$ cat config.mk
export PLATFORM = sky130hd
export DESIGN_NAME = irq_prio_resolver
export DESIGN_NICKNAME = d
export VERILOG_FILES = /design/src/rtl/irq_pkg.sv /design/src/rtl/irq_qualify.sv /design/src/rtl/irq_psel_reg.sv /design/src/rtl/irq_pick.sv /design/src/rtl/irq_prio_resolver.sv
export SDC_FILE = /design/constraint.sdc
export NUM_CORES = 1
export LEC_CHECK = 0
export BUFFER_PORTS_ARGS = -buffer_cell sky130_fd_sc_hd__buf_4
export CAP_MARGIN = 30
export CORE_MARGIN = 2
export CORE_UTILIZATION = 44
export CTS_BUF_LIST = sky130_fd_sc_hd__clkbuf_8
export DETAILED_ROUTE_END_ITERATION = 12
export PLACE_DENSITY = 0.83
export SLEW_MARGIN = 40
export SYNTH_ARGS = -nofsm -noshare
export SYNTH_HDL_FRONTEND = slang
export SYNTH_SLANG_ARGS = --single-unit
$ cat constraint.sdc
create_clock -name clk -period 2.8 [get_ports clk]
set_clock_uncertainty 0.1 [all_clocks]
set_input_delay 0 -clock clk [delete_from_list [all_inputs] [get_ports clk]]
set_output_delay 0 -clock clk [all_outputs]
set_load 0.05 [all_outputs]
$ cat src/rtl/irq_pkg.sv
package irq_pkg;
    // Bit positions of the serial-port condition flags
    localparam int SCI_TXDONE  = 0;
    localparam int SCI_TXEMPTY = 1;
    localparam int SCI_IDLE    = 2;
    localparam int SCI_OVERRUN = 3;
    localparam int SCI_RXFULL  = 4;
    localparam int SCI_FLAGS   = 5;

    // Bit positions of the serial-port enables
    localparam int SCIE_TXDONE  = 0;
    localparam int SCIE_TXEMPTY = 1;
    localparam int SCIE_IDLE    = 2;
    localparam int SCIE_RX      = 3;
    localparam int SCI_ENS      = 4;

    // Vector address of a table index: base minus two bytes per entry
    function automatic logic [15:0] vec_addr(input logic [15:0] base, input logic [3:0] idx);
        return base - {11'd0, idx, 1'b0};
    endfunction
endpackage

$ cat src/rtl/irq_qualify.sv
module irq_qualify
    import irq_pkg::*;
#(
    parameter int NUM_VEC = 15
) (
    input  logic                   i_mask,
    input  logic [NUM_VEC-2:0]     src_req,
    input  logic [NUM_VEC-2:0]     src_en,
    input  logic [SCI_FLAGS-1:0]   sci_flags,
    input  logic [SCI_ENS-1:0]     sci_en,
    output logic [NUM_VEC-1:0]     qual
);
    localparam int SCI_IDX = NUM_VEC - 1;

    logic [SCI_FLAGS-1:0] sci_gate;
    logic                 sci_any;

    // Each serial condition paired with the enable that gates it
    always_comb begin
        sci_gate               = '0;
        sci_gate[SCI_TXDONE]   = sci_en[SCIE_TXDONE];
        sci_gate[SCI_TXEMPTY]  = sci_en[SCIE_TXEMPTY];
        sci_gate[SCI_IDLE]     = sci_en[SCIE_IDLE];
        sci_gate[SCI_OVERRUN]  = sci_en[SCIE_RX];
        sci_gate[SCI_RXFULL]   = sci_en[SCIE_RX];
        sci_any                = |(sci_flags & sci_gate);
    end

    // Vector 0 needs no local enable; the rest do. The global mask blocks all.
    for (genvar g = 0; g < NUM_VEC - 1; g++) begin : g_vec
        if (g == 0) begin : g_pin
            assign qual[g] = !i_mask && src_req[g];
        end else begin : g_loc
            assign qual[g] = !i_mask && src_req[g] && src_en[g];
        end
    end
    assign qual[SCI_IDX] = !i_mask && sci_any;
endmodule

$ cat src/rtl/irq_psel_reg.sv
module irq_psel_reg #(
    parameter int               SEL_W    = 4,
    parameter logic [SEL_W-1:0] PSEL_RST = '0
) (
    input  logic             clk,
    input  logic             rst_n,
    input  logic             i_mask,
    input  logic             psel_we,
    input  logic [SEL_W-1:0] psel_wdata,
    output logic [SEL_W-1:0] psel_q
);
    // A write is accepted only while maskable interrupts are globally blocked
    always_ff @(posedge clk) begin
        if (!rst_n)
            psel_q <= PSEL_RST;
        else if (psel_we && i_mask)
            psel_q <= psel_wdata;
    end

    AST_PSEL_FROZEN: assert property (@(posedge clk) disable iff (!rst_n)
        !i_mask |=> $stable(psel_q));
    AST_PSEL_LOADS: assert property (@(posedge clk) disable iff (!rst_n)
        (psel_we && i_mask) |=> (psel_q == $past(psel_wdata)));
endmodule

$ cat src/rtl/irq_pick.sv
module irq_pick #(
    parameter int NUM_VEC = 15,
    parameter int SEL_W   = 4
) (
    input  logic                clk,
    input  logic                rst_n,
    input  logic [NUM_VEC-1:0]  qual,
    input  logic [SEL_W-1:0]    psel,
    output logic                pending,
    output logic [SEL_W-1:0]    win_idx
);
    localparam int               SPAN = 2 ** SEL_W;
    localparam logic [SEL_W-1:0] LAST = SEL_W'(NUM_VEC - 1);

    logic [SPAN-1:0]    qual_x;
    logic [NUM_VEC-1:0] dflt_grant;
    logic [NUM_VEC-1:0] prom_grant;
    logic [NUM_VEC-1:0] grant;
    logic               promote;

    assign qual_x     = SPAN'(qual);
    // Isolate the lowest set bit: default order, lowest index wins
    assign dflt_grant = qual & (~qual + NUM_VEC'(1));
    // A promotion needs the select to name a vector that is qualified
    assign promote    = (psel <= LAST) && qual_x[psel];
    assign prom_grant = NUM_VEC'(1) << psel;
    assign grant      = promote ? prom_grant : dflt_grant;
    assign pending    = |qual;

    always_comb begin
        win_idx = '0;
        for (int i = 0; i < NUM_VEC; i++)
            if (grant[i]) win_idx = win_idx | SEL_W'(i);
    end

    AST_GRANT_ONEHOT: assert property (@(posedge clk) disable iff (!rst_n)
        $onehot0(grant));
    AST_WINNER_QUALIFIED: assert property (@(posedge clk) disable iff (!rst_n)
        pending |-> qual_x[win_idx]);
    AST_NONE_BELOW: assert property (@(posedge clk) disable iff (!rst_n)
        (pending && win_idx != psel) |-> ((qual & ((NUM_VEC'(1) << win_idx) - NUM_VEC'(1))) == '0));
endmodule

$ cat src/rtl/irq_prio_resolver.sv
module irq_prio_resolver
    import irq_pkg::*;
#(
    parameter int          NUM_VEC  = 15,
    parameter int          SEL_W    = 4,
    parameter logic [15:0] VEC_BASE = 16'hFFF2
) (
    input  logic                  clk,
    input  logic                  rst_n,
    input  logic                  i_mask,
    input  logic [NUM_VEC-2:0]    src_req,
    input  logic [NUM_VEC-2:0]    src_en,
    input  logic [SCI_FLAGS-1:0]  sci_flags,
    input  logic [SCI_ENS-1:0]    sci_en,
    input  logic                  psel_we,
    input  logic [SEL_W-1:0]      psel_wdata,
    output logic [SEL_W-1:0]      psel_rd,
    output logic                  irq_pending,
    output logic [SEL_W-1:0]      win_index,
    output logic [15:0]           win_vector
);
    localparam int SPAN = 2 ** SEL_W;

    logic [NUM_VEC-1:0] qual;
    logic [SEL_W-1:0]   pick_idx;
    logic [SPAN-1:0]    en_x;

    irq_qualify #(.NUM_VEC(NUM_VEC)) u_qual (
        .i_mask    (i_mask),
        .src_req   (src_req),
        .src_en    (src_en),
        .sci_flags (sci_flags),
        .sci_en    (sci_en),
        .qual      (qual)
    );

    irq_psel_reg #(.SEL_W(SEL_W), .PSEL_RST('0)) u_psel (
        .clk        (clk),
        .rst_n      (rst_n),
        .i_mask     (i_mask),
        .psel_we    (psel_we),
        .psel_wdata (psel_wdata),
        .psel_q     (psel_rd)
    );

    irq_pick #(.NUM_VEC(NUM_VEC), .SEL_W(SEL_W)) u_pick (
        .clk     (clk),
        .rst_n   (rst_n),
        .qual    (qual),
        .psel    (psel_rd),
        .pending (irq_pending),
        .win_idx (pick_idx)
    );

    // Idle outputs are zero
    assign win_index  = irq_pending ? pick_idx : '0;
    assign win_vector = irq_pending ? vec_addr(VEC_BASE, 4'(pick_idx)) : 16'h0000;

    assign en_x = SPAN'(src_en);

    AST_MASK_BLOCKS: assert property (@(posedge clk) disable iff (!rst_n)
        i_mask |-> !irq_pending);
    AST_LOCAL_ENABLE: assert property (@(posedge clk) disable iff (!rst_n)
        (irq_pending && win_index != '0 && win_index < SEL_W'(NUM_VEC - 1)) |-> en_x[win_index]);
    AST_IDLE_ZERO: assert property (@(posedge clk) disable iff (!rst_n)
        !irq_pending |-> (win_index == '0 && win_vector == 16'h0000));
endmodule

==> metrics.txt, run 1 <==
CTS max path bufs 2; post-synthesis mux area share 3.01%; Tmin final 2.87 ns; largest net degree at the start of global routing 21; via/cell ratio 6.30; Mapped Nets 202; fin nets 279; max FFs per register 4; Num CTS Buffers 3; Commonest cells post-synth nand2_1 (20), buf_4 (14), nand3_1 (10); total die area 2870 um2; worst slew pin tran 0.571 ns; PwrDens 366 nW/um2; top_reg_cell synth dfxtp_1; Leak 0.851 nW; Hold Path Origin psel_wdata[0]; Initial DRC Count 68; Hold Slack 0.523 ns; Worst slew margin 61.7%; fmax 349 MHz; area leader, netlist buf_4; H-tree depth 1; DR pass1 iterations 4; met2 WL 2300 um; Root Driver clkbuf_8; count leader, synth nand2_1; CTS Sinks 4; I/O pins 70; Die X 53.6 um; Placed Area 1570 um2; Place WS 0.100 ns; worst setup margin -0.0687 ns; Hold Crit Class in -> reg; Pins Over Slew Limit 0; DRC viols 0; via count 1639; Post-synth EDFFs 0; Top Registers u_psel.psel_q: 4 flops; total track usage 29.3%; layout cells sized above 1 50.4%; Synth Area in XOR/XNOR 0%; Syn Area/Cell 6.93 um2; top cells by area, synth buf_4 (9.7%), dfxtp_1 (7.4%), nand2_1 (6.9%); CP startpoint u_psel.psel_q[3]; starting density of the core 47.5%; Worst Setup End Kind output port; first-pass GRT wire length 6140 um; GR Overflow Total 0; sequential area share after synthesis 7.41%; top sig layer met4; Synth Cell Area 1080 um2; worst skew pair latency 0.21 ns; CP Launch Type register; clk slew on worst S/H paths 0.03 ns; unrepaired setup endpoints after global routing true; n_diodes 0; Netlist cell types 61; Mapped Cells 156; setup TNS -0.106 ns; Worst VDD drop 0.481 mV; remaining antenna violation count 0; Largest Register u_psel.psel_q; Simple-Gate Fraction of Synth Area 36.1%; antenna violations before repair 0; final wirelength 4420 um; WP data required 2.70 ns; status finished, violations left; TritonCTS clock tree done; max cap viols 0; std cell rows 17; worst r2r src u_psel.psel_q[1]; port buffer count 67; Design Area, Final 1900 um2; critical path type reg -> out; failing checks setup timing; DP HPWL 2900 um; Synth Area in Compound Gates 39.6%; largest family of logic cells by synthesized area compound AO/OA/AOI/OAI gates; Crit Path Max Fanout 14; Ys Warns 0; Async SR Flop Fraction 0%; final design utilization 83.6%; core area 2280 um2; Worst EP arrival 2.77 ns; DIE HEIGHT 53.6 um; #FFs+latches synth 4; WL met3 399 um; Fin. Hold Viols 0; number of global-route vias before repair 1448; routability cong. 0.841; WL/cell 17.0 um; P&R area growth vs syn 75.9%; Yosys top cell area share 9.72%; final setup vio count 3; routed metal-1 wirelength 1590 um; Tcrit/Tclk final 102%; synthesized-area fraction occupied by adder cells 1.16%
## routing by layer
metal / global-route usage, % / vias to the layer above
met5: 0 / -
met4: 13.7 / 0
met3: 4.72 / 18
met2: 54.9 / 107
met1: 31.6 / 767
li1: - / 747
## worst max-delay path: stages (launching register included)
cell and delay, ns:
dfxtp_2 0.39, or3_1 0.43, nor4_2 0.32, o32a_4 0.22, buf_4 0.11, buf_4 0.12, o32ai_4 0.10, nor2b_1 0.38
mux2i_4 0.30, buf_6 0.18
## where the power goes
part	switching, mW	internal (mW)	total [mW]	leakage [nW]
Combinational	0.297	0.207	0.505	0.789
Sequential	0.00912	0.0595	0.0686	0.0350
Clock	0.0302	0.0935	0.124	0.0269
## cells in the final DEF, fill, tap and decap left out, types with 2 or more instances in the layout
master and instances:
buf_4 76, nand2_1 19, nand3_1 10, dlygate4sd3_1 9, nor2_1 8, a21oi_1 7
a22oi_1 4, o21ai_0 4, a21boi_0 4, buf_6 4, and3_1 3, inv_1 3
a211o_1 3, clkbuf_8 3, a222oi_1 2, and3b_1 2, or3_1 2, a211oi_2 2
o21ai_2 2, nor2b_1 2, nor3_1 2, nor4_1 2, a21o_1 2, or2_2 2
and2_4 2, o32a_1 2, o22a_1 2, dfxtp_4 2, dfxtp_2 2
## repair_timing
item / CTS / global route
pin swaps: 3 / 5
hold endpoints to repair: 4 / 0
endpoints found under the setup margin: 2 / 3
setup buffers: 7 / 4
resized for setup: 13 / 11
gates cloned: 0 / 0
hold buffers: 9 / 0
## through the flow
step / power (mW) / instances
CTS: 0.672 / 256
detailed placement: 0.503 / 236
floorplan: 0.380 / 156
global route: 0.734 / 260
finish: 0.697 / 260
global placement: 0.495 / 236
## cell families after synthesis
| logic type | count (synthesis) |
|---|---|
| compound gates | 56 |
| other cells | 1 |
| mux | 2 |
| buf+inv | 21 |
| fa+ha+maj | 1 |
| flops | 4 |
| simple gates | 71 |
## area by class of cell
cell class	count	area, um2
inverters	3	11.3
repair buffers	90	721
well taps	28	35.0
multi-input cells	131	1000
clock inverters	1	3.75
fillers	133	374
flip-flops and latches	4	90.1
clock buffers	3	41.3
## final timing paths
path                            to  slack [ns]  cells after the start
setup / recovery     win_vector[4]       -0.07                      9
hold / removal    u_psel.psel_q[0]        0.52                      4
setup reg to reg  u_psel.psel_q[1]        1.24                      5
hold reg to reg   u_psel.psel_q[2]        1.01                      3
Note: power is estimated with default switching activity, not from simulation.
==> run 2: changes to the inputs <==
--- a/config.mk
+++ b/config.mk
@@ -5,13 +5,14 @@
 export SDC_FILE = /design/constraint.sdc
 export NUM_CORES = 1
 export LEC_CHECK = 0
-export BUFFER_PORTS_ARGS = -buffer_cell sky130_fd_sc_hd__buf_4
 export CAP_MARGIN = 30
 export CORE_MARGIN = 2
-export CORE_UTILIZATION = 44
+export CORE_UTILIZATION = 66
 export CTS_BUF_LIST = sky130_fd_sc_hd__clkbuf_8
 export DETAILED_ROUTE_END_ITERATION = 12
-export PLACE_DENSITY = 0.83
+export DONT_BUFFER_PORTS = 1
+export PLACE_DENSITY = 0.82
+export SKIP_LAST_GASP = 1
 export SLEW_MARGIN = 40
 export SYNTH_ARGS = -nofsm -noshare
 export SYNTH_HDL_FRONTEND = slang
==> run 2 against run 1 <==
The flow now stops in global routing; area after synthesis is the same; synthesized cell count did not move.
==> metrics.txt, run 2 <==
status did not finish; Stop stage global routing; stop err [ERROR GRT-0232] Routing congestion too high. Check the congestion heatmap in the GUI.; Place WS 0.119 ns; Ys Warns 0; CTS max path bufs 2; worst endpoint after global-route timing repair win_vector[4]; top cells by area, synth buf_4 (9.7%), dfxtp_1 (7.4%), nand2_1 (6.9%); Syn Area/Cell 6.93 um2; DIE HEIGHT 44.5 um; port buffer count 0; routability cong. 0.923; largest net degree at the start of global routing 30; count leader, synth nand2_1; top_reg_cell synth dfxtp_1; DP HPWL 2320 um; sequential area share after synthesis 7.41%; Yosys top cell area share 9.72%; #FFs+latches synth 4; std cell rows 14; Mapped Nets 202; Commonest cells post-synth nand2_1 (20), buf_4 (14), nand3_1 (10); Num CTS Buffers 3; Mapped Cells 156; I/O pins 70; H-tree depth 1; area leader, netlist buf_4; Root Driver clkbuf_8; Placed Area 1170 um2; Die X 44.5 um; Post-synth EDFFs 0; starting density of the core 70.9%; GR Overflow Total 8; Netlist cell types 61; CTS Sinks 4; WEP type output port; total track usage 68.1%; Async SR Flop Fraction 0%; Synth Cell Area 1080 um2
[run 2: kinds of logic after synthesis]
group	count (synthesis)	synth area share [%]
simple gates	71	36.1
compound gates	56	39.6
buf+inv	21	12.4
flops	4	7.41
mux	2	3.01
fa+ha+maj	1	1.16
other cells	1	0.347
[run 2: what timing repair did]
| item | 4_1_cts |
|---|---|
| pin swaps | 1 |
| gates resized for setup | 5 |
| buffers inserted | 2 |
| hold buffers | 11 |
| endpoints found under the setup margin | 2 |
| endpoints found under the hold margin | 4 |
| cloned | 0 |
[run 2: metal layers]
metal  track usage [%]  overflow
met3              44.1         0
met5                 0         0
met2              90.1         6
met1              71.2         0
met4              64.2         2
[run 2: stage by stage]
stage                     std cells  setup TNS, ns
after detailed placement        166              0
after global placement          166              0
after CTS                       183        -0.0371
after floorplan                 156              0
==> run 3: changes to the inputs <==
--- a/config.mk
+++ b/config.mk
@@ -6,12 +6,11 @@
 export NUM_CORES = 1
 export LEC_CHECK = 0
 export CAP_MARGIN = 30
-export CORE_MARGIN = 2
-export CORE_UTILIZATION = 66
-export CTS_BUF_LIST = sky130_fd_sc_hd__clkbuf_8
+export CORE_AREA = 2 2 63 65
 export DETAILED_ROUTE_END_ITERATION = 12
+export DIE_AREA = 0 0 65 67
 export DONT_BUFFER_PORTS = 1
-export PLACE_DENSITY = 0.82
+export PLACE_DENSITY_LB_ADDON = 0.15
 export SKIP_LAST_GASP = 1
 export SLEW_MARGIN = 40
 export SYNTH_ARGS = -nofsm -noshare
==> run 3 against run 2 <==
The flow now finishes, with violations (setup timing).
==> metrics.txt, run 3 (same netlist as run 1, synthesis figures left out) <==
WP data required 2.70 ns; worst r2r path cells 4; P&R area growth vs syn 39.2%; CTS Sinks 4; met3 usage 1.69%; Hold Crit Class in -> out; status finished, violations left; GR Overflow Total 0; worst r2r src u_psel.psel_q[3]; worst skew pair latency 0.22 ns; total track usage 17.0%; Worst slew margin 62.4%; Root Driver clkbuf_8; DP HPWL 2660 um; largest net degree at the start of global routing 30; most common cell after layout, fill and taps aside nand2_1; setup slack, reg-to-reg 1.13 ns; std cell rows 22; Pins Over Slew Limit 0; Hold Slack 0.292 ns; layout cells sized above 1 31.2%; first-pass GRT wire length 5780 um; Combinational Power Share 68.6%; critical path type reg -> out; Flop pwr share 10.7%; worst setup margin -0.0445 ns; remaining antenna violation count 0; fin nets 220; H-tree depth 1; Num CTS Buffers 3; met1 GRT Util 19.6%; max FFs per register 4; I/O pins 70; Leak 0.575 nW; DR pass1 iterations 4; Crit Path Max Fanout 12; number of global-route vias before repair 1276; final setup vio count 2; switching share of power 48.0%; final wirelength 3490 um; CTS max path bufs 2; antenna violations before repair 0; Initial DRC Count 38; reg-to-reg endpoint u_psel.psel_q[3]; Largest Register u_psel.psel_q; via/cell ratio 5.72; CP Launch Type register; clk slew on worst S/H paths 0.03 ns; CP Cell Sequence mux4_2 -> nor4_4 -> buf_4 -> o21ba_4 -> a211o_1 -> a21oi_4 -> o21a_1 -> ha_4 -> buf_4 -> mux2i_4 -> buf_12; GRT busiest layer met2; DRC viols 0; Worst VDD drop 0.371 mV; Hold Path Origin i_mask; max incr delay on CP 0.58 ns; Worst Hold End irq_pending; TritonCTS clock tree done; n_diodes 0; Tcrit/Tclk final 102%; clock network fraction of design power 20.7%; via count 1265; Place WS 0.124 ns; Worst Setup End Kind output port; Top Registers u_psel.psel_q: 4 flops; PwrDens 413 nW/um2; total die area 4360 um2; most frequent cells in the layout nand2_1 (19), buf_4 (15), dlygate4sd3_1 (11); hold path depth 2; port buffer count 0; Fillers 372; Tmin final 2.84 ns; CP max stage cell mux4_2; most frequent CP cell buf_4; Psw 0.298 mW; Fin. Hold Viols 0; starting density of the core 30.0%; failing checks setup timing; DIE HEIGHT 67 um; unrepaired setup endpoints after global routing true; final design utilization 41.7%; routability cong. 0.915; worst slew pin tran 0.564 ns; Int Power 0.323 mW; Die X 65 um; WL/cell 15.8 um; max cap viols 0; Worst EP arrival 2.74 ns; fmax 352 MHz; met2 GRT Util 32.5%; core area 3610 um2
run 3: area by class of cell:
class	instances	area (um2)	area share [%]
multi-input cells	131	977	64.9
flip-flops and latches	4	90.1	5.99
repair buffers	31	322	21.4
well taps	48	60.1	3.99
clock buffers	4	45.0	2.99
inverters	3	11.3	0.748
run 3: metal layers:
metal  share of wire (%)  routed length (um)  vias to the layer above
met2                  53                1850                       52
met3                 5.8                 202                        2
met5                   0                   0                        -
li1                    -                   -                      628
met4                0.77                  27                        0
met1                  40                1410                      583
run 3: worst max-delay path by stage:
stage / start / endpoint / slack [ns] / cells past startpoint
after floorplan: u_psel.psel_q[1] / win_vector[4] / 0.05 / 11
after global placement: u_psel.psel_q[1] / win_vector[4] / 0.13 / 11
after detailed placement: u_psel.psel_q[0] / win_vector[4] / 0.12 / 9
after CTS: u_psel.psel_q[1] / win_vector[4] / -0.04 / 11
after global routing: u_psel.psel_q[0] / win_vector[4] / -0.13 / 11
final: u_psel.psel_q[0] / win_vector[4] / -0.04 / 11
run 3: critical path, delay by kind of cell, from the launching register on:
kind	cells	cell delay, ns
AO/OA/AOI/OAI	4	0.50
adder cells (fa/ha/maj)	1	0.16
buffers and inverters	3	0.47
flip-flops	1	0.42
multiplexers	2	0.74
AND/OR/NAND/NOR	1	0.23
run 3: through the flow:
stage / total power [mW] / TNS, ns / area (um2) / cells
6_report: 0.622 / -0.0454 / 1510 / 221
5_1_grt: 0.659 / -0.198 / 1510 / 221
4_1_cts: 0.619 / -0.0481 / 1470 / 219
3_5_place_dp: 0.450 / 0 / 1210 / 198
3_3_place_gp: 0.449 / 0 / 1210 / 198
2_1_floorplan: 0.380 / 0 / 1140 / 156
run 3: power by group through the flow:
stage                     Sequential [mW]  Clock [mW]  Combinational [mW]
after floorplan                    0.0728           0               0.308
after global placement             0.0679           0               0.381
after detailed placement           0.0679           0               0.382
after CTS                          0.0666       0.132               0.421
after global routing               0.0676       0.140               0.451
final                              0.0665       0.129               0.426
run 3: repair_timing:
item                                   CTS  global route
setup endpoints to repair                3             5
hold buffers                            11             0
endpoints found under the hold margin    4             0
pin swaps                                3             2
buffers inserted                         6             2
resized for setup                       11             5
==> run 4: changes to the inputs <==
--- a/config.mk
+++ b/config.mk
@@ -5,6 +5,7 @@
 export SDC_FILE = /design/constraint.sdc
 export NUM_CORES = 1
 export LEC_CHECK = 0
+export ABC_AREA = 1
 export CAP_MARGIN = 30
 export CORE_AREA = 2 2 63 65
 export DETAILED_ROUTE_END_ITERATION = 12
==> run 4 against run 3 <==
The run now ends clean; utilization is 3.9 points higher; via count grew 22%; critical path depth rose by 10; final area is 9.4% higher; worst hold slack better by 0.14 ns; sequential share of layout area is 0.36 points lower; synthesized cell count rose by 53%; global-route usage up 0.58 points; register-to-register slack improved by 0.11 ns; power up 24%; maximum frequency rose by 6.7%; first-iteration DRC count fell by 2.6%; largest cell class unchanged; highest routed layer unchanged.
==> metrics.txt, run 4 <==
Commonest cells post-synth nand2_1 (62), nor2_1 (44), nand3_1 (30); H-tree depth 1; Fillers 406; via count 1543; largest net degree at the start of global routing 14; via/cell ratio 5.01; layout cells sized above 1 30.4%; Die X 65 um; fin nets 307; final wirelength 3780 um; sequential area share after synthesis 6.51%; Syn Area/Cell 5.15 um2; most common cell after layout, fill and taps aside nand2_1; DR pass1 iterations 4; fmax 375 MHz; max cap viols 0; CP Cell Sequence inv_4 -> nor2_4 -> nand2_1 -> nand2_1 -> nor2_2 -> nor2_2 -> nor2_4 -> nand2_4 -> nand2_8 -> nand3_2 -> o21ai_2 -> nand3b_1 -> nor2_1 -> nand2_1 -> inv_1 -> ha_1 -> inv_2 -> nand3_2 -> nand2_2 -> nor2_4 -> buf_12; TritonCTS clock tree done; antenna violations before repair 0; count leader, synth nand2_1; total die area 4360 um2; CP Launch Type register; Worst EP arrival 2.57 ns; max FFs per register 4; WP data required 2.70 ns; top cells by area, synth nand2_1 (19%), nor2_1 (13%), nand3_1 (12%); Crit Path Max Fanout 6; Top Registers u_psel.psel_q: 4 flops; DP HPWL 2980 um; clk slew on worst S/H paths 0.03 ns; CTS max path bufs 2; I/O pins 70; unrepaired setup endpoints after global routing true; Leak 0.850 nW; Worst Setup End Kind output port; remaining antenna violation count 0; Hold Slack 0.435 ns; port buffer count 0; top_reg_cell synth dfxtp_1; Worst VDD drop 0.259 mV; Tcrit/Tclk final 95.2%; critical path type reg -> out; DRC viols 0; WL/cell 12.3 um; first-pass GRT wire length 6060 um; DIE HEIGHT 67 um; max incr delay on CP 0.41 ns; Hold Crit Class in -> out; CP max stage cell dfxtp_4; n_diodes 0; final design utilization 45.7%; Mapped Cells 239; Async SR Flop Fraction 0%; Fin. Hold Viols 0; Tmin final 2.67 ns; Largest Register u_psel.psel_q; Ys Warns 0; std cell rows 22; status completed; worst skew pair latency 0.22 ns; Initial DRC Count 37; PwrDens 469 nW/um2; core area 3610 um2; number of global-route vias before repair 1381; Num CTS Buffers 3; total track usage 17.6%; Mapped Nets 285; final setup vio count 0; routability cong. 0.849; #FFs+latches synth 4; Root Driver clkbuf_8; P&R area growth vs syn 33.9%; most frequent cells in the layout nand2_1 (59), nor2_1 (34), nand3_1 (26); Post-synth EDFFs 0; CTS Sinks 4; starting density of the core 34.1%; GR Overflow Total 0; Synth Cell Area 1230 um2; area leader, netlist nand2_1; Pins Over Slew Limit 0; Yosys top cell area share 18.9%; Netlist cell types 25
-- run 4: cell types whose count changed in the layout (fill, tap and decap cells not counted), moves of 8 or more --
cell     delta
inv_1      +15
nand2_1    +40
nand3_1    +16
nand3_2     +9
nor2_1     +26
nor2_2      +8
-- run 4: report_power, final --
group	internal [mW]	leakage, nW	total [mW]	switching (mW)
Sequential	0.0610	0.0354	0.0716	0.0106
Combinational	0.191	0.792	0.571	0.380
Clock	0.0974	0.0228	0.130	0.0324
-- run 4: layer usage --
metal  part of all wire, %  vias to the layer above  GRT usage, %
met4                   1.0                        0          5.05
met1                    44                      660          21.7
met3                   5.7                        5          2.36
met5                     0                        -             0
met2                    49                       69          31.6
li1                      -                      809             -
-- run 4: layout make-up --
class / count / area [um2] / share of cell area (%)
flip-flops and latches: 4 / 92.6 / 5.62
repair buffers: 31 / 293 / 17.8
clock buffers: 4 / 45.0 / 2.74
multi-input cells: 192 / 1040 / 63.1
well taps: 48 / 60.1 / 3.65
inverters: 29 / 116 / 7.07
-- run 4: cells by family after synthesis --
family / count (synthesis) / share of synthesized area [%]
and+or+nand+nor: 170 / 66.0
buffers and inverters: 44 / 18.4
AOI/OAI and AO/OA: 19 / 7.73
DFF: 4 / 6.51
adders and majority gates: 1 / 1.02
other: 1 / 0.305
-- run 4: critical path, delay by kind of cell, from the launching register on --
kind            cells  cell delay (ns)
compound gates      1             0.08
flops               1             0.41
simple gates       15             1.39
fa+ha+maj           1             0.15
buf+inv             4             0.30
-- run 4: final timing paths --
| path | from | cells after the start | endpoint | slack [ns] |
|---|---|---|---|---|
| worst max register to register | u_psel.psel_q[3] | 3 | u_psel.psel_q[3] | 1.24 |
| worst min-delay path | src_req[0] | 4 | win_index[0] | 0.43 |
| worst min register to register | u_psel.psel_q[0] | 3 | u_psel.psel_q[0] | 1.01 |
| worst max-delay path | u_psel.psel_q[0] | 21 | win_vector[4] | 0.13 |
-- run 4: stage by stage --
stage               total power, mW  instances  setup TNS (ns)  setup slack (ns)  cell area, um2
floorplan                     0.473        239          -0.303            -0.173            1280
global placement              0.584        286               0             0.186            1360
detailed placement            0.585        286               0             0.155            1360
CTS                           0.733        299               0           0.00316            1500
global route                  0.825        308         -0.0379           -0.0304            1650
finish                        0.772        308               0             0.133            1650
-- run 4: repair_timing --
| action | in CTS | in global routing |
|---|---|---|
| gates cloned | 0 | 1 |
| hold buffers | 9 | 0 |
| buffers inserted | 0 | 8 |
| endpoints found under the hold margin | 4 | 0 |
| setup endpoints to repair | 1 | 2 |
| gates resized for setup | 2 | 23 |
| pin swaps | 0 | 15 |
